==> src/rtl/sadc_pkg.sv <==
package sadc_pkg;

  typedef enum logic [2:0] {
    PW_FULL_OFF = 3'd0,
    PW_FAST_OFF = 3'd1,
    PW_REDUCED  = 3'd2,
    PW_ON       = 3'd3,
    PW_HW_OFF   = 3'd4
  } pwr_e;

  typedef enum logic [2:0] {
    ST_IDLE,
    ST_CTRL,
    ST_ACQ,
    ST_CONV,
    ST_SHIFT
  } seq_e;

  // control word body following the start bit, MSB first on the wire
  typedef struct packed {
    logic [2:0] sel;
    logic       unipolar;
    logic       single;
    logic [1:0] pd;
  } ctrl_t;

  localparam int CTRL_W = $bits(ctrl_t) + 1;

endpackage

==> src/rtl/sadc_sclk_edge.sv <==
module sadc_sclk_edge (
  input  logic clk,
  input  logic rst,
  input  logic sclk,
  output logic rise,
  output logic fall
);
  logic prev_q;

  always_ff @(posedge clk) begin
    if (rst) prev_q <= 1'b0;
    else     prev_q <= sclk;
  end

  assign rise = sclk & ~prev_q;
  assign fall = ~sclk & prev_q;
endmodule

==> src/rtl/sadc_seq.sv <==
module sadc_seq
  import sadc_pkg::*;
#(
  parameter int RES_W       = 10,
  parameter int SUB_W       = 2,
  parameter int ACQ_FIRST   = 6,
  parameter int CONV_CYCLES = 40
) (
  input  logic             clk,
  input  logic             rst,
  input  logic             run,
  input  logic             rise,
  input  logic             fall,
  input  logic             din,
  input  logic [RES_W-1:0] sample,
  output logic             dout,
  output logic             sstrb,
  output logic             start_evt,
  output logic             conv_done,
  output logic             word_done,
  output ctrl_t            word,
  output logic [1:0]       pd_req
);
  localparam int FRAME_W = RES_W + SUB_W;
  localparam int BODY_W  = CTRL_W - 1;
  localparam int BIT_CW  = $clog2(CTRL_W + 1);
  localparam int CONV_CW = $clog2(CONV_CYCLES + 1);
  localparam int OUT_CW  = $clog2(FRAME_W + 1);
  localparam logic [BIT_CW-1:0]  BITS_TO_ACQ = BIT_CW'(ACQ_FIRST - 2);
  localparam logic [BIT_CW-1:0]  BITS_LAST   = BIT_CW'(CTRL_W - 1);
  localparam logic [CONV_CW-1:0] CONV_LAST   = CONV_CW'(CONV_CYCLES - 1);
  localparam logic [OUT_CW-1:0]  OUT_LAST    = OUT_CW'(FRAME_W - 1);

  seq_e                state_q;
  logic [BIT_CW-1:0]   bits_q;
  logic [BODY_W-2:0]   body_q;
  logic [CONV_CW-1:0]  conv_q;
  logic [OUT_CW-1:0]   obits_q;
  logic [RES_W-1:0]    held_q;
  logic [FRAME_W-1:0]  shreg_q;
  logic [1:0]          pd_q;
  logic                dout_q;
  logic                sstrb_q;

  assign start_evt = run && (state_q == ST_IDLE) && rise && din;
  assign word_done = run && (state_q == ST_ACQ) && rise && (bits_q == BITS_LAST);
  assign conv_done = run && (state_q == ST_CONV) && (conv_q == CONV_LAST);
  assign word      = ctrl_t'({body_q, din});
  assign pd_req    = pd_q;
  assign dout      = dout_q;
  assign sstrb     = sstrb_q;

  always_ff @(posedge clk) begin
    if (rst) begin
      state_q <= ST_IDLE;
      bits_q  <= '0;
      body_q  <= '0;
      conv_q  <= '0;
      obits_q <= '0;
      held_q  <= '0;
      shreg_q <= '0;
      pd_q    <= 2'b00;
      dout_q  <= 1'b0;
      sstrb_q <= 1'b0;
    end else begin
      sstrb_q <= 1'b0;
      if (!run) begin
        state_q <= ST_IDLE;
        bits_q  <= '0;
        conv_q  <= '0;
        obits_q <= '0;
        dout_q  <= 1'b0;
      end else begin
        unique case (state_q)
          ST_IDLE: begin
            if (rise && din) begin
              state_q <= ST_CTRL;
              bits_q  <= BIT_CW'(1);
              body_q  <= '0;
            end
          end
          ST_CTRL: begin
            if (rise) begin
              body_q <= {body_q[BODY_W-3:0], din};
              bits_q <= bits_q + 1'b1;
              if (bits_q == BITS_TO_ACQ) state_q <= ST_ACQ;
            end
          end
          ST_ACQ: begin
            if (rise) begin
              if (bits_q == BITS_LAST) begin
                state_q <= ST_CONV;
                conv_q  <= '0;
                held_q  <= sample;
                pd_q    <= word.pd;
              end else begin
                body_q <= {body_q[BODY_W-3:0], din};
                bits_q <= bits_q + 1'b1;
              end
            end
          end
          ST_CONV: begin
            if (conv_q == CONV_LAST) begin
              state_q <= ST_SHIFT;
              sstrb_q <= 1'b1;
              shreg_q <= {held_q, {SUB_W{1'b0}}};
              dout_q  <= held_q[RES_W-1];
              obits_q <= '0;
            end else begin
              conv_q <= conv_q + 1'b1;
            end
          end
          ST_SHIFT: begin
            if (fall) begin
              if (obits_q == OUT_LAST) begin
                state_q <= ST_IDLE;
                dout_q  <= 1'b0;
              end else begin
                shreg_q <= shreg_q << 1;
                dout_q  <= shreg_q[FRAME_W-2];
                obits_q <= obits_q + 1'b1;
              end
            end
          end
          default: state_q <= ST_IDLE;
        endcase
      end
    end
  end

  // the ready strobe never lasts two clocks
  a_r4_strobe_single: assert property (@(posedge clk) disable iff (rst)
    sstrb_q |=> !sstrb_q);

  // a stopped frame produces no strobe and a quiet output
  a_r10_halt_quiet: assert property (@(posedge clk) disable iff (rst)
    !run |=> (!sstrb_q && !dout_q));

  // result bits move only on falling serial clock edges
  a_r5_shift_on_fall: assert property (@(posedge clk) disable iff (rst)
    (run && state_q == ST_SHIFT && !fall) |=> $stable(dout_q));
endmodule

==> src/rtl/sadc_chan_dec.sv <==
module sadc_chan_dec
  import sadc_pkg::*;
#(
  parameter int N_CH = 4
) (
  input  logic            clk,
  input  logic            rst,
  input  logic            load,
  input  ctrl_t           word,
  output logic [N_CH-1:0] chan_pos,
  output logic [N_CH-1:0] chan_neg,
  output logic            unipolar
);
  localparam int IDX_W = $clog2(N_CH);

  logic [IDX_W-1:0] idx;
  logic             in_range;
  logic [N_CH-1:0]  pos_n, neg_n;
  logic [N_CH-1:0]  pos_q, neg_q;
  logic             uni_q;

  assign idx      = word.sel[IDX_W-1:0];
  assign in_range = (word.sel >> IDX_W) == '0;

  for (genvar g = 0; g < N_CH; g++) begin : g_dec
    assign pos_n[g] = in_range && (idx == IDX_W'(g));
    assign neg_n[g] = in_range && !word.single && ((idx ^ IDX_W'(1)) == IDX_W'(g));
  end

  always_ff @(posedge clk) begin
    if (rst) begin
      pos_q <= '0;
      neg_q <= '0;
      uni_q <= 1'b0;
    end else if (load) begin
      pos_q <= pos_n;
      neg_q <= neg_n;
      uni_q <= word.unipolar;
    end
  end

  assign chan_pos = pos_q;
  assign chan_neg = neg_q;
  assign unipolar = uni_q;

  // at most one input on each side
  a_r9_onehot: assert property (@(posedge clk) disable iff (rst)
    $onehot0(pos_q) && $onehot0(neg_q));
endmodule

==> src/rtl/sadc_pwr.sv <==
module sadc_pwr
  import sadc_pkg::*;
#(
  parameter int WAKE_CYCLES = 150
) (
  input  logic       clk,
  input  logic       rst,
  input  logic       shdn_n,
  input  logic       start_evt,
  input  logic       conv_done,
  input  logic [1:0] pd_req,
  output pwr_e       pwr_state,
  output logic       ready
);
  localparam int WK_CW = $clog2(WAKE_CYCLES + 1);
  localparam logic [WK_CW-1:0] WAKE_LAST = WK_CW'(WAKE_CYCLES - 1);

  pwr_e             pwr_q, sw_q;
  logic             waking_q, ready_q;
  logic [WK_CW-1:0] wake_q;

  always_ff @(posedge clk) begin
    if (rst) begin
      pwr_q    <= PW_FULL_OFF;
      sw_q     <= PW_FULL_OFF;
      waking_q <= 1'b0;
      ready_q  <= 1'b1;
      wake_q   <= '0;
    end else if (!shdn_n) begin
      pwr_q    <= PW_HW_OFF;
      waking_q <= 1'b1;
      ready_q  <= 1'b0;
      wake_q   <= '0;
    end else if (waking_q) begin
      if (wake_q == WAKE_LAST) begin
        waking_q <= 1'b0;
        ready_q  <= 1'b1;
        pwr_q    <= sw_q;
      end else begin
        wake_q <= wake_q + 1'b1;
      end
    end else if (start_evt) begin
      pwr_q <= PW_ON;
      sw_q  <= PW_ON;
    end else if (conv_done) begin
      pwr_q <= pwr_e'({1'b0, pd_req});
      sw_q  <= pwr_e'({1'b0, pd_req});
    end
  end

  assign pwr_state = pwr_q;
  assign ready     = ready_q;

  // shutdown forces hardware power-down and drops ready
  a_r7_hw_off: assert property (@(posedge clk) disable iff (rst)
    !shdn_n |=> (pwr_q == PW_HW_OFF && !ready_q));

  // ready only returns while shutdown is released
  a_r8_ready_return: assert property (@(posedge clk) disable iff (rst)
    $rose(ready_q) |-> $past(shdn_n));

  // leaving full power in software needs a finished conversion
  a_r6_pd_after_conv: assert property (@(posedge clk) disable iff (rst)
    ($past(pwr_q) == PW_ON && pwr_q != PW_ON && pwr_q != PW_HW_OFF) |-> $past(conv_done));
endmodule

==> src/rtl/serial_adc_ctrl.sv <==
module serial_adc_ctrl
  import sadc_pkg::*;
#(
  parameter int RES_W       = 10,
  parameter int SUB_W       = 2,
  parameter int N_CH        = 4,
  parameter int ACQ_FIRST   = 6,
  parameter int CONV_CYCLES = 40,
  parameter int WAKE_CYCLES = 150
) (
  input  logic             clk,
  input  logic             rst,
  input  logic             cs_n,
  input  logic             sclk,
  input  logic             din,
  input  logic             shdn_n,
  input  logic [RES_W-1:0] sample,
  output logic             dout,
  output logic             dout_oe,
  output logic             sstrb,
  output logic [2:0]       pwr_state,
  output logic             ready,
  output logic [N_CH-1:0]  chan_pos,
  output logic [N_CH-1:0]  chan_neg,
  output logic             unipolar
);
  logic       rise, fall, run;
  logic       start_evt, conv_done, word_done;
  ctrl_t      word;
  logic [1:0] pd_req;
  pwr_e       pwr_s;
  logic       ready_s;
  logic       oe_q;

  assign run = ~cs_n & shdn_n & ready_s;

  sadc_sclk_edge u_edge (
    .clk  (clk),
    .rst  (rst),
    .sclk (sclk),
    .rise (rise),
    .fall (fall)
  );

  sadc_seq #(
    .RES_W       (RES_W),
    .SUB_W       (SUB_W),
    .ACQ_FIRST   (ACQ_FIRST),
    .CONV_CYCLES (CONV_CYCLES)
  ) u_seq (
    .clk       (clk),
    .rst       (rst),
    .run       (run),
    .rise      (rise),
    .fall      (fall),
    .din       (din),
    .sample    (sample),
    .dout      (dout),
    .sstrb     (sstrb),
    .start_evt (start_evt),
    .conv_done (conv_done),
    .word_done (word_done),
    .word      (word),
    .pd_req    (pd_req)
  );

  sadc_chan_dec #(.N_CH(N_CH)) u_dec (
    .clk      (clk),
    .rst      (rst),
    .load     (word_done),
    .word     (word),
    .chan_pos (chan_pos),
    .chan_neg (chan_neg),
    .unipolar (unipolar)
  );

  sadc_pwr #(.WAKE_CYCLES(WAKE_CYCLES)) u_pwr (
    .clk       (clk),
    .rst       (rst),
    .shdn_n    (shdn_n),
    .start_evt (start_evt),
    .conv_done (conv_done),
    .pd_req    (pd_req),
    .pwr_state (pwr_s),
    .ready     (ready_s)
  );

  always_ff @(posedge clk) begin
    if (rst) oe_q <= 1'b0;
    else     oe_q <= ~cs_n;
  end

  assign dout_oe   = oe_q;
  assign pwr_state = pwr_s;
  assign ready     = ready_s;

  // output enable follows chip select one clock later
  a_r10_oe_follow: assert property (@(posedge clk) disable iff (rst)
    cs_n |=> !dout_oe);
endmodule

==> config.mk <==
export PLATFORM = sky130hd
export DESIGN_NAME = serial_adc_ctrl
export DESIGN_NICKNAME = d
export VERILOG_FILES = /design/src/rtl/sadc_pkg.sv /design/src/rtl/sadc_sclk_edge.sv /design/src/rtl/sadc_seq.sv /design/src/rtl/sadc_chan_dec.sv /design/src/rtl/sadc_pwr.sv /design/src/rtl/serial_adc_ctrl.sv
export SDC_FILE = /design/constraint.sdc
export NUM_CORES = 1
export LEC_CHECK = 0
export CELL_PAD_IN_SITES_DETAIL_PLACEMENT = 1
export CELL_PAD_IN_SITES_GLOBAL_PLACEMENT = 1
export CORE_MARGIN = 5
export CORE_UTILIZATION = 47
export DETAILED_ROUTE_END_ITERATION = 12
export PLACE_DENSITY_LB_ADDON = 0.1
export SETUP_SLACK_MARGIN = 0.15
export SYNTH_ARGS = -nofsm -noshare
export SYNTH_HDL_FRONTEND = slang
export SYNTH_HIERARCHICAL = 1
export SYNTH_SLANG_ARGS = --single-unit
==> constraint.sdc <==
create_clock -name clk -period 3.5 [get_ports clk]
set_clock_uncertainty 0.1 [all_clocks]
set_input_delay 0.525 -clock clk [delete_from_list [all_inputs] [get_ports clk]]
set_output_delay 0.525 -clock clk [all_outputs]
set_load 0.05 [all_outputs]
# Word level (Yosys, flattened, before mapping)
# Cells that the tools add are included.
[word_totals]
wordCells = 160
reg_bits = 75
input_bits = 16
[classes]
bitwise = 13
addsub = 4
muxes = 47
eq_ne = 31
n_reduce_logical = 44
[op_table]
columns = ["operator", "count"]
rows = [
  ["6-bit 2-to-1 mux", 7],
  ["3-bit 2-to-1 mux", 13],
  ["11-bit 2-to-1 mux", 3],
  ["4-bit 2-to-1 mux", 7],
  ["11-bit one-hot mux with 2 select lines", 1],
  ["1-bit logical AND", 18],
  ["6-bit one-hot mux with 3 select lines", 1],
  ["2-bit inequality test (second input constant)", 8],
  ["3-bit one-hot mux with 5 select lines", 1],
  ["2-bit by 1-bit inequality test with 1-bit output (second input constant)", 6],
  ["4-bit one-hot mux with 3 select lines", 1],
  ["6-bit one-hot mux with 2 select lines", 1],
  ["4-bit AND reduction", 3],
  ["1-bit 2-to-1 mux", 10],
  ["5-bit AND reduction", 2],
  ["1-bit inverter", 9],
  ["4-bit by 1-bit adder with 4-bit output (second input constant)", 2],
  ["8-bit by 1-bit adder with 8-bit output (second input constant)", 1],
  ["2-bit == test (second input constant)", 4],
  ["4-bit by 3-bit == test with 1-bit output (second input constant)", 2],
  ["8-bit == test (second input constant)", 1],
  ["4-bit one-hot mux with 2 select lines", 1],
  ["2-bit AND reduction", 4],
  ["8-bit AND reduction", 1],
  ["20 further kinds", 32],
]

# Logic depth before layout (Yosys ltp)
# Gate-level depths: netlist of the first run.
[depth]
word_depth = 9
ltp_mapped = 8
mapped_depth_nobuf = 7

# Hierarchy
# The synthesis of the first run kept the hierarchy.
[modules_own_cells]
columns = ["module", "seq_area_each_um2", "n_inst", "area_per_inst_um2", "cells_each"]
rows = [
  ["sadc_seq", 920.9, 1, 2358.5, 272],
  ["sadc_pwr", 300.3, 1, 754.5, 84],
  ["sadc_chan_dec", 180.2, 1, 354.1, 32],
  ["sadc_sclk_edge", 20.0, 1, 38.8, 4],
  ["serial_adc_ctrl", 20.0, 1, 32.5, 3],
]

# Worst setup path after synthesis of the first run
# OpenSTA, ideal clock, no wires.
[synth_path]
path_type = "reg2reg"
startpoint = "register u_pwr.ready_q, in the netlist u_pwr/ready"
endpoint = "register u_dec.pos_q[0], in the netlist u_dec/chan_pos[0]"
setup_time_ns = 0.070
path_stages_with_launch = 8
arrival_ns = 2.239
synth_period_minus_slack_ns = 2.409
required_time_ns = 3.330
path_buffers = 2
path_slack_ns = 1.091
path_cell_list = "dfxtp_1 and3b_1 nand2_1 nor3b_4 buf_8 buf_4 or4b_1 a21oi_1"
[synth_via]
elab_chain_cells = 4
[synth_lines]
columns = ["item", "line", "rtl"]
rows = [
  ["from (decl)", "sadc_pwr.sv:19", "logic waking_q, ready_q;"],
  ["from (signal assigned)", "sadc_pwr.sv:27", "ready_q <= 1'b1;"],
  ["from (signal assigned)", "sadc_pwr.sv:32", "ready_q <= 1'b0;"],
  ["from (signal assigned)", "sadc_pwr.sv:37", "ready_q <= 1'b1;"],
  ["1-bit bitwise AND", "serial_adc_ctrl.sv:35", "assign run = ~cs_n & shdn_n & ready_s;"],
  ["named net run", "serial_adc_ctrl.sv:27", "logic rise, fall, run;"],
  ["1-bit logical AND (3 in series)", "sadc_seq.sv:46", "assign word_done = run && (state_q == ST_ACQ) && rise && (bits_q == BITS_LAST);"],
  ["named net word_done", "serial_adc_ctrl.sv:28", "logic start_evt, conv_done, word_done;"],
  ["to (signal assigned)", "sadc_chan_dec.sv:36", "pos_q <= pos_n;"],
  ["to (decl)", "sadc_chan_dec.sv:19", "logic [N_CH-1:0] pos_q, neg_q;"],
]
# The timed path passes the listed nets, and every way through them passes these cells.
# A chain may end at the register's enable or synchronous reset.

# Worst setup path after layout of the first run
[layout_path]
startpoint = "input shdn_n"
endpoint = "register u_dec.neg_q[1], in the netlist u_dec/chan_neg[1]"
[layout_via]
elab_chain_cells = 5
[layout_lines]
columns = ["item", "line", "rtl"]
rows = [
  ["from (decl)", "serial_adc_ctrl.sv:16", "input logic shdn_n,"],
  ["1-bit bitwise AND (2 in series)", "serial_adc_ctrl.sv:35", ""],
  ["named net run", "serial_adc_ctrl.sv:27", ""],
  ["1-bit logical AND (3 in series)", "sadc_seq.sv:46", ""],
  ["named net word_done", "serial_adc_ctrl.sv:28", ""],
  ["to (signal assigned)", "sadc_chan_dec.sv:37", "neg_q <= neg_n;"],
  ["to (decl)", "sadc_chan_dec.sv:19", ""],
]
# The timed path passes the listed nets, and every way through them passes these cells.

==> flow_summary.toml, run 1 <==
[outcome]
status = "completed"

[clock_tree]
post_cts_resized = 0
root_buffer = "clkbuf_8"
holdBufCountCts = 0
cts_max_path_buffers = 2
tritoncts = "done"
cts_buffers = 9
clkTransAtPathRegs_ps = 80
insertion_delay_ps = 350
htree_levels = 3
clock-sinks = 72
post-cts-setup-buffers = 0

[worst_setup_path]
slowest_stage = "clkdlybuf4s50_1"
r2r-end = "u_pwr/pwr_state[1]$_SDFFE_PP0P_"
crit_required_ps = 3650
crit_cells = 7
crit_family = "simple AND/OR/NAND/NOR gates"
critical_path.max_stage_delay_ps = 640
rrSetupSlack_ps = 1090
r2r-start = "u_seq/state_q[0]$_SDFFE_PP0P_"
cp-endpoint = "u_dec/chan_neg[1]$_SDFFE_PP0P_"
crit_type = "input pin to register"
worstRegToRegCells = 6
worstPathArrival_ps = 2650
startpoint = "shdn_n"
crit_fanout = 10
crit_path_end_kind = "register"
start_kind = "input pin"
path_cells = "clkdlybuf4s50_1 > and3b_1 > nand2_1 > nor3b_4 > buf_4 > nor2_1 > a32o_1"
path_buf_inv = 2

[cells_and_area]
syn_to_final_growth_pct = 16.9
nNetsFinal = 445
drive_gt1_share_pct = 8.64
num-fill-cells = 867
diodes = 0

[timing]
fmax_mhz = 400
fin_crit_ps = 2500
relSlewSlack_pct = 56.9
worstMarginPinSlew_ps = 643
rsz0062_at_grt = "no"
timing.final.crit_share_pct = 71.4
fin_setup_tns_ps = 0
report.final.hold_viol_count = 0
hold_ws_ps = 371
maxSlewViolCount = 0
setup_violations = 0

[grt]
antenna_found_initial = 0
grtUsageTotal_pct = 19.0
grt-ovfl-total = 0
grt_max_degree = 41
grt_pass1_vias = 3120
grt_pass1_wl_mm = 14.9

[die]
row_count = 31
die_x_microns = 96.7
io_pins = 32
core-area_sq_um = 7290
die_y_microns = 96.7
die_area_sq_um = 9350
start_util_pct = 48.4

[logic_synthesis]
syn_area_sq_um = 3530
yosysWarningCount = 6
syn_inst = 394
syn_nets = 416
synth_area_per_cell_sq_um = 8.96

[drt]
wl_per_cell_microns = 16.5
ant_nets = 0
post-route-drc-count = 0
drt-pass1-iter-count = 4
wl_mm = 8.67
viasPerCell = 5.79
route.vias.total = 3050
wl_met3_microns = 313
highest_layer = "met4"
drt-initial-drc-count = 128
m1WireLength_mm = 4.05
met2_length_mm = 4.17

[placed_design]
portBuffers = 31
gp_congestion = 0.766
hpwl_mm = 6.01

[flow_run]
max_cap_viol_count = 0

[power_and_ir_drop]
p_per_area_nw_per_um2 = 405
power_w = 0.00167
peakVddDrop_uv = 207
leakage_nw = 1.43

[worst_hold_path]
hold_class = "register to register"
flip-flops by register name, summed over array words and instances, names as in the netlist, 4 cells and up:
| name | flops |
|---|---|
| u_seq/shreg_q | 9 |
| u_dec/chan_pos | 4 |
| u_seq/held_q | 10 |
| u_dec/chan_neg | 4 |
| u_pwr/wake_q | 8 |
| u_seq/bits_q | 4 |
| u_seq/conv_q | 6 |
| u_seq/obits_q | 4 |
| u_seq/body_q | 6 |
layout make-up:
| class | instances | area (sq um) | share of cell area, % |
|---|---|---|---|
| multi-input cells | 295 | 1950 | 47.2 |
| flip-flops and latches | 72 | 1440 | 34.9 |
| well taps | 99 | 124 | 3.00 |
| clock inverters | 4 | 76.3 | 1.85 |
| clock buffers | 12 | 155 | 3.76 |
| repair buffers | 37 | 350 | 8.49 |
| inverters | 8 | 30.0 | 0.728 |
worst register-to-register path: cells and delay by family (launching register included):
| family | cells | cell delay, ps |
|---|---|---|
| AND/OR/NAND/NOR | 4 | 1050 |
| AO/OA/AOI/OAI | 1 | 260 |
| flip-flops | 1 | 710 |
| multiplexers | 1 | 220 |
layout by cell type (no fill, tap or decap), types with 3 or more instances in the layout:
cell type / n
o21ai_0: 21
or3_1: 8
nand3b_1: 5
clkdlybuf4s50_1: 30
ha_1: 6
nand4_1: 9
buf_4: 6
o22ai_1: 3
mux2_1: 8
o21a_1: 3
inv_1: 8
nand2_1: 38
nand2b_1: 14
nor2b_1: 13
dfxtp_1: 72
a21oi_1: 31
a31oi_1: 4
nor2_1: 26
and3b_1: 3
nor3_1: 9
nand3_1: 8
nor3b_1: 4
o21ai_1: 3
mux2i_1: 19
nor4_1: 3
nand4b_1: 4
a32o_1: 6
clkbuf_8: 11
and3_1: 3
per-stage QoR:
step                      setup WS (ps)  std cells  area, sq um  util, %
after global routing                860        527         4130     56.6
after CTS                          1010        527         4130     56.6
final                              1000        527         4130     56.6
after detailed placement            632        511         3890     53.4
after floorplan                    1090        394         3530        -
after global placement              698        511         3890     53.4
routing by layer:
| metal | vias to the layer above | GRT usage (%) |
|---|---|---|
| met3 | 14 | 4.24 |
| met4 | 0 | 7.45 |
| met2 | 53 | 31.5 |
| met5 | - | 0 |
| li1 | 1509 | - |
| met1 | 1474 | 24.1 |
where the power goes:
| part | switching (W) | internal [W] |
|---|---|---|
| Sequential | 0.00000867 | 0.000824 |
| Combinational | 0.0000478 | 0.0000342 |
| Clock | 0.000313 | 0.000442 |
| Total | 0.000370 | 0.00130 |
worst min-delay path by stage:
stage / from / to / slack [ps] / depth (start not counted)
3_5_place_dp: u_dec/chan_neg[1]$_SDFFE_PP0P_ / u_dec/chan_neg[1]$_SDFFE_PP0P_ / 360 / 1
6_report: u_dec/chan_pos[2]$_SDFFE_PP0P_ / u_dec/chan_pos[2]$_SDFFE_PP0P_ / 370 / 2
2_1_floorplan: u_seq/shreg_q[2]$_SDFFE_PP0P_ / u_seq/shreg_q[2]$_SDFFE_PP0P_ / 350 / 2
4_1_cts: u_dec/chan_pos[3]$_SDFFE_PP0P_ / u_dec/chan_pos[3]$_SDFFE_PP0P_ / 380 / 2
3_3_place_gp: u_pwr/pwr_state[0]$_SDFFE_PP0P_ / u_pwr/pwr_state[0]$_SDFFE_PP0P_ / 350 / 2
5_1_grt: u_dec/chan_pos[2]$_SDFFE_PP0P_ / u_dec/chan_pos[2]$_SDFFE_PP0P_ / 390 / 2
(Power assumes the default switching activity.)
==> run 2: changes to the inputs <==
Settings changed: CORE_UTILIZATION 47 to 44.
Clock period 3.5 ns to 2.4 ns, I/O delays scaled along.
==> flow_summary.toml, run 2 (same netlist as run 1, synthesis figures left out) <==
[grt]
grt_pass1_wl_mm = 15.4
grtUsageTotal_pct = 18.8
grt_max_degree = 37
antenna_found_initial = 0
grt_pass1_vias = 3124
grt-ovfl-total = 0

[die]
start_util_pct = 45.5
die_area_sq_um = 9920
io_pins = 32
die_y_microns = 99.6
die_x_microns = 99.6
row_count = 32
core-area_sq_um = 7770

[timing]
rsz0062_at_grt = "yes"
maxSlewViolCount = 0
setup_violations = 0
relSlewSlack_pct = 58.9
fin_crit_ps = 2160
report.final.hold_viol_count = 0
timing.final.crit_share_pct = 89.9
worstMarginPinSlew_ps = 615
fin_setup_tns_ps = 0
fmax_mhz = 464

[cells_and_area]
top_register = "u_seq/held_q"
syn_to_final_growth_pct = 20.7
nNetsFinal = 464
final_area_sq_um = 4260
multi_input_area_sq_um = 1960
fin_util_pct = 54.8
final_cell_mix = "dfxtp_1 (71), nand2_1 (38), a21oi_1 (31)"
reg.largest.list = "u_seq/held_q (10), u_seq/shreg_q (9), u_pwr/wake_q (8)"
register_area_sq_um = 1440
num-fill-cells = 936
largest_register_ffs = 10
layout.cells.most_common = "dfxtp_1"
diodes = 0
drive_gt1_share_pct = 13.4

[placed_design]
portBuffers = 31
placed_area_sq_um = 4040
hpwl_mm = 6.43
gp_congestion = 0.808

[worst_setup_path]
crit_family = "simple AND/OR/NAND/NOR gates"
r2r-start = "u_seq/conv_q[0]$_SDFFE_PP0P_"
crit_required_ps = 2530
critical_path.max_stage_delay_ps = 450
r2r-end = "u_seq/shreg_q[9]$_SDFFE_PP0P_"
start_kind = "register"
rrSetupSlack_ps = 240
worstRegToRegCells = 6
crit_path_end_kind = "register"
crit_fanout = 4
worstPathArrival_ps = 2290
path_cells = "ha_1 > nand4b_2 > or3_1 > buf_4 > a21boi_2 > mux2_1"
path_buf_inv = 1
slowest_stage = "or3_1"
crit_type = "register to register"

[power_and_ir_drop]
pwr-share-seq_pct = 51.7
peakVddDrop_uv = 319
p_per_area_nw_per_um2 = 551
p_comb_share_pct = 5.5
clkPwrFrac_pct = 42.8
power_w = 0.00235
internal-power_w = 0.00177
switchingPower_w = 0.000576
switching_share_pct = 24.6
leakage_nw = 1.51

[worst_hold_path]
worstHoldEndpoint = "u_dec/chan_pos[0]$_SDFFE_PP0P_"
whs_path_depth = 3
min_from = "rst"
hold_class = "input pin to register"

[drt]
viasPerCell = 5.61
drt-pass1-iter-count = 4
post-route-drc-count = 0
wl_per_cell_microns = 16.3
route.vias.total = 3082
ant_nets = 0
drt-initial-drc-count = 96
wl_mm = 8.97

[clock_tree]
cts_max_path_buffers = 2
insertion_delay_ps = 340
root_buffer = "clkbuf_8"
holdBufCountCts = 0
clock-sinks = 72
tritoncts = "done"
clkTransAtPathRegs_ps = 80
htree_levels = 3
cts_buffers = 9

[flow_run]
max_cap_viol_count = 0

[outcome]
status = "completed"
==> run 2: what timing repair did <==
item | 4_1_cts | 5_1_grt
setup buffers | 0 | 0
resized for setup | 0 | 3
setup endpoints to repair | 0 | 7
endpoints found under the hold margin | 0 | 0
==> run 2: worst max path at each step <==
stage                     slack (ps)  cells after the start                               to                    startpoint
after floorplan                  170                      7   u_dec/chan_pos[0]$_SDFFE_PP0P_      u_pwr/ready$_SDFFE_PP1P_
after global placement           -20                      6     u_seq/bits_q[2]$_SDFFE_PP0P_                          sclk
after detailed placement        -110                      7   u_dec/chan_neg[2]$_SDFFE_PP0P_                          sclk
after CTS                        180                      7       u_pwr/sw_q[1]$_SDFFE_PP0P_  u_seq/conv_q[0]$_SDFFE_PP0P_
after global routing             150                      7  u_pwr/pwr_state[1]$_SDFFE_PP0P_  u_seq/conv_q[0]$_SDFFE_PP0P_
final                            240                      6    u_seq/shreg_q[9]$_SDFFE_PP0P_  u_seq/conv_q[0]$_SDFFE_PP0P_
==> run 2: layout make-up <==
cell class              count  area share (%)
repair buffers             56            11.7
clock buffers              10            3.23
well taps                 102            3.00
flip-flops and latches     72            33.9
inverters                   8           0.705
multi-input cells         295            46.0
clock inverters             6            1.59
==> run 2: routing by layer <==
layer / routed length, microns / global-route usage, % / up-vias / part of all wire (%)
li1: - / - / 1541 / -
met1: 4430 / 25.6 / 1499 / 49
met2: 4210 / 30.7 / 36 / 47
met4: 61 / 5.36 / 0 / 0.68
met5: 0 / 0 / - / 0
met3: 273 / 3.02 / 6 / 3.0
==> run 2: metrics by stage <==
step           worst slack, ps  instances  hold slack (ps)
6_report                   243        549              359
5_1_grt                    149        549              362
4_1_cts                    185        549              353
3_5_place_dp              -114        533              356
3_3_place_gp             -17.0        533              346
2_1_floorplan              172        394              327
==> run 2: worst reg2reg max path, stage by stage (launching register included) <==
cell,delay [ps]
dfxtp_1,370
ha_1,270
nand4b_2,150
or3_1,450
buf_4,180
a21boi_2,190
mux2_1,340
==> run 2: power groups by stage <==
stage | Combinational [W] | Clock [W] | Sequential [W]
4_1_cts | 0.000130 | 0.00102 | 0.00121
2_1_floorplan | 0.0000592 | 0 | 0.00125
3_3_place_gp | 0.000127 | 0 | 0.00124
6_report | 0.000129 | 0.00101 | 0.00121
5_1_grt | 0.000140 | 0.00108 | 0.00121
3_5_place_dp | 0.000129 | 0 | 0.00124
==> run 3: changes to the inputs <==
Clock period 2.4 ns to 2.25 ns, I/O delays scaled along.
==> flow_summary.toml, run 3 (same netlist as run 1, synthesis figures left out) <==
[cells_and_area]
diodes = 0
largest_register_ffs = 10
syn_to_final_growth_pct = 22.9
register_area_sq_um = 1450
final_area_sq_um = 4340
num-fill-cells = 924
reg.largest.list = "u_seq/held_q (10), u_seq/shreg_q (9), u_pwr/wake_q (8)"
layout.cells.most_common = "dfxtp_1"
fin_cells = 555
drive_gt1_share_pct = 15.7
top_register = "u_seq/held_q"
multi_input_area_sq_um = 1990
nNetsFinal = 470
final_cell_mix = "dfxtp_1 (69), nand2_1 (38), buf_4 (31), a21oi_1 (31), clkdlybuf4s50_1 (30)"

[grt]
grt-ovfl-total = 0
grt_max_degree = 23
antenna_found_initial = 0
grt_pass1_wl_mm = 15.4
grt_pass1_vias = 3137
grtUsageTotal_pct = 19.1

[die]
io_pins = 32
die_y_microns = 99.6
start_util_pct = 45.5
core-area_sq_um = 7770
die_x_microns = 99.6
die_area_sq_um = 9920
row_count = 32

[drt]
route.vias.total = 3169
post-route-drc-count = 0
drt-pass1-iter-count = 4
ant_nets = 0
wl_per_cell_microns = 16.6
viasPerCell = 5.71
wl_mm = 9.24
drt-initial-drc-count = 172

[worst_setup_path]
start_kind = "input pin"
crit_type = "input pin to register"
crit_path_end_kind = "register"
crit_required_ps = 2370
worstPathArrival_ps = 2130
crit_fanout = 6

[placed_design]
hpwl_mm = 6.67
gp_congestion = 0.790
dpl.cell_count = 539
placed_area_sq_um = 4090
portBuffers = 31
place_ws_ps = -193

[clock_tree]
htree_levels = 3
tritoncts = "done"
cts_max_path_buffers = 2
insertion_delay_ps = 340
holdBufCountCts = 0
cts_buffers = 9
clkTransAtPathRegs_ps = 80
root_buffer = "clkbuf_8"
clock-sinks = 72

[timing]
setup_violations = 0
rsz0062_at_grt = "yes"
maxSlewViolCount = 0
fin_setup_tns_ps = 0
fmax_mhz = 497
hold_ws_ps = 280
worst_slack_ps = 238
timing.final.crit_share_pct = 89.4
worstMarginPinSlew_ps = 617
fin_crit_ps = 2010
report.final.hold_viol_count = 0
relSlewSlack_pct = 58.8

[power_and_ir_drop]
clkPwrFrac_pct = 41.7
leakage_nw = 1.55
internal-power_w = 0.00188
pwr-share-seq_pct = 52.4
switchingPower_w = 0.000595
p_comb_share_pct = 5.9
switching_share_pct = 24.1
peakVddDrop_uv = 241
p_per_area_nw_per_um2 = 570

[flow_run]
max_cap_viol_count = 0

[worst_hold_path]
hold_class = "input pin to register"

[outcome]
status = "completed"
run 3: per-layer routing:
layer,vias to the layer above,part of all wire (%),global-route usage [%]
met1,1569,48,25.5
met4,0,1.0,5.57
met2,43,48,30.8
met3,8,3.1,4.35
li1,1549,-,-
met5,-,0,0
run 3: path summary, 6_finish.rpt:
| kind | start | to | slack, ps | cells past startpoint |
|---|---|---|---|---|
| setup reg to reg | u_seq/state_q[1]$_SDFFE_PP0P_ | u_dec/chan_pos[0]$_SDFFE_PP0P_ | 250 | 4 |
| setup / recovery | shdn_n | u_seq/body_q[0]$_SDFFE_PP0P_ | 240 | 7 |
| hold reg to reg | u_pwr/pwr_state[0]$_SDFFE_PP0P_ | u_pwr/pwr_state[0]$_SDFFE_PP0P_ | 370 | 2 |
| hold / removal | rst | u_edge/prev_q$_SDFF_PP0_ | 280 | 2 |
run 3: layout make-up:
type                            count  area share (%)
Clock buffer                       13            4.15
Clock inverter                      3           0.490
Inverter                            8           0.692
Multi-Input combinational cell    295            46.0
Sequential cell                    72            33.4
Tap cell                          102            2.94
Timing Repair Buffer               62            12.4
run 3: power groups by stage:
stage	registers (W)	logic [W]	clock network, W
3_5_place_dp	0.00132	0.000142	0
2_1_floorplan	0.00133	0.0000632	0
3_3_place_gp	0.00132	0.000139	0
6_report	0.00129	0.000146	0.00103
4_1_cts	0.00129	0.000144	0.00106
5_1_grt	0.00130	0.000157	0.00113
run 3: critical path, cell delays in order:
cell and delay [ps]:
clkdlybuf4s50_1 480, and3b_1 250, nand2_1 160, buf_4 170
or3_1 420, o21ai_0 220, a21oi_1 100
run 3: timing repair:
item / in CTS / in global routing
cloned: 0 / 0
setup endpoints to repair: 6 / 8
resized for setup: 3 / 8
pin swaps: 0 / 2
setup buffers: 0 / 0
run 3: per-stage QoR:
stage / power [W] / utilization (%)
2_1_floorplan: 0.00139 / -
3_3_place_gp: 0.00146 / 52.7
3_5_place_dp: 0.00147 / 52.7
4_1_cts: 0.00249 / 55.4
5_1_grt: 0.00258 / 55.9
6_report: 0.00247 / 55.9
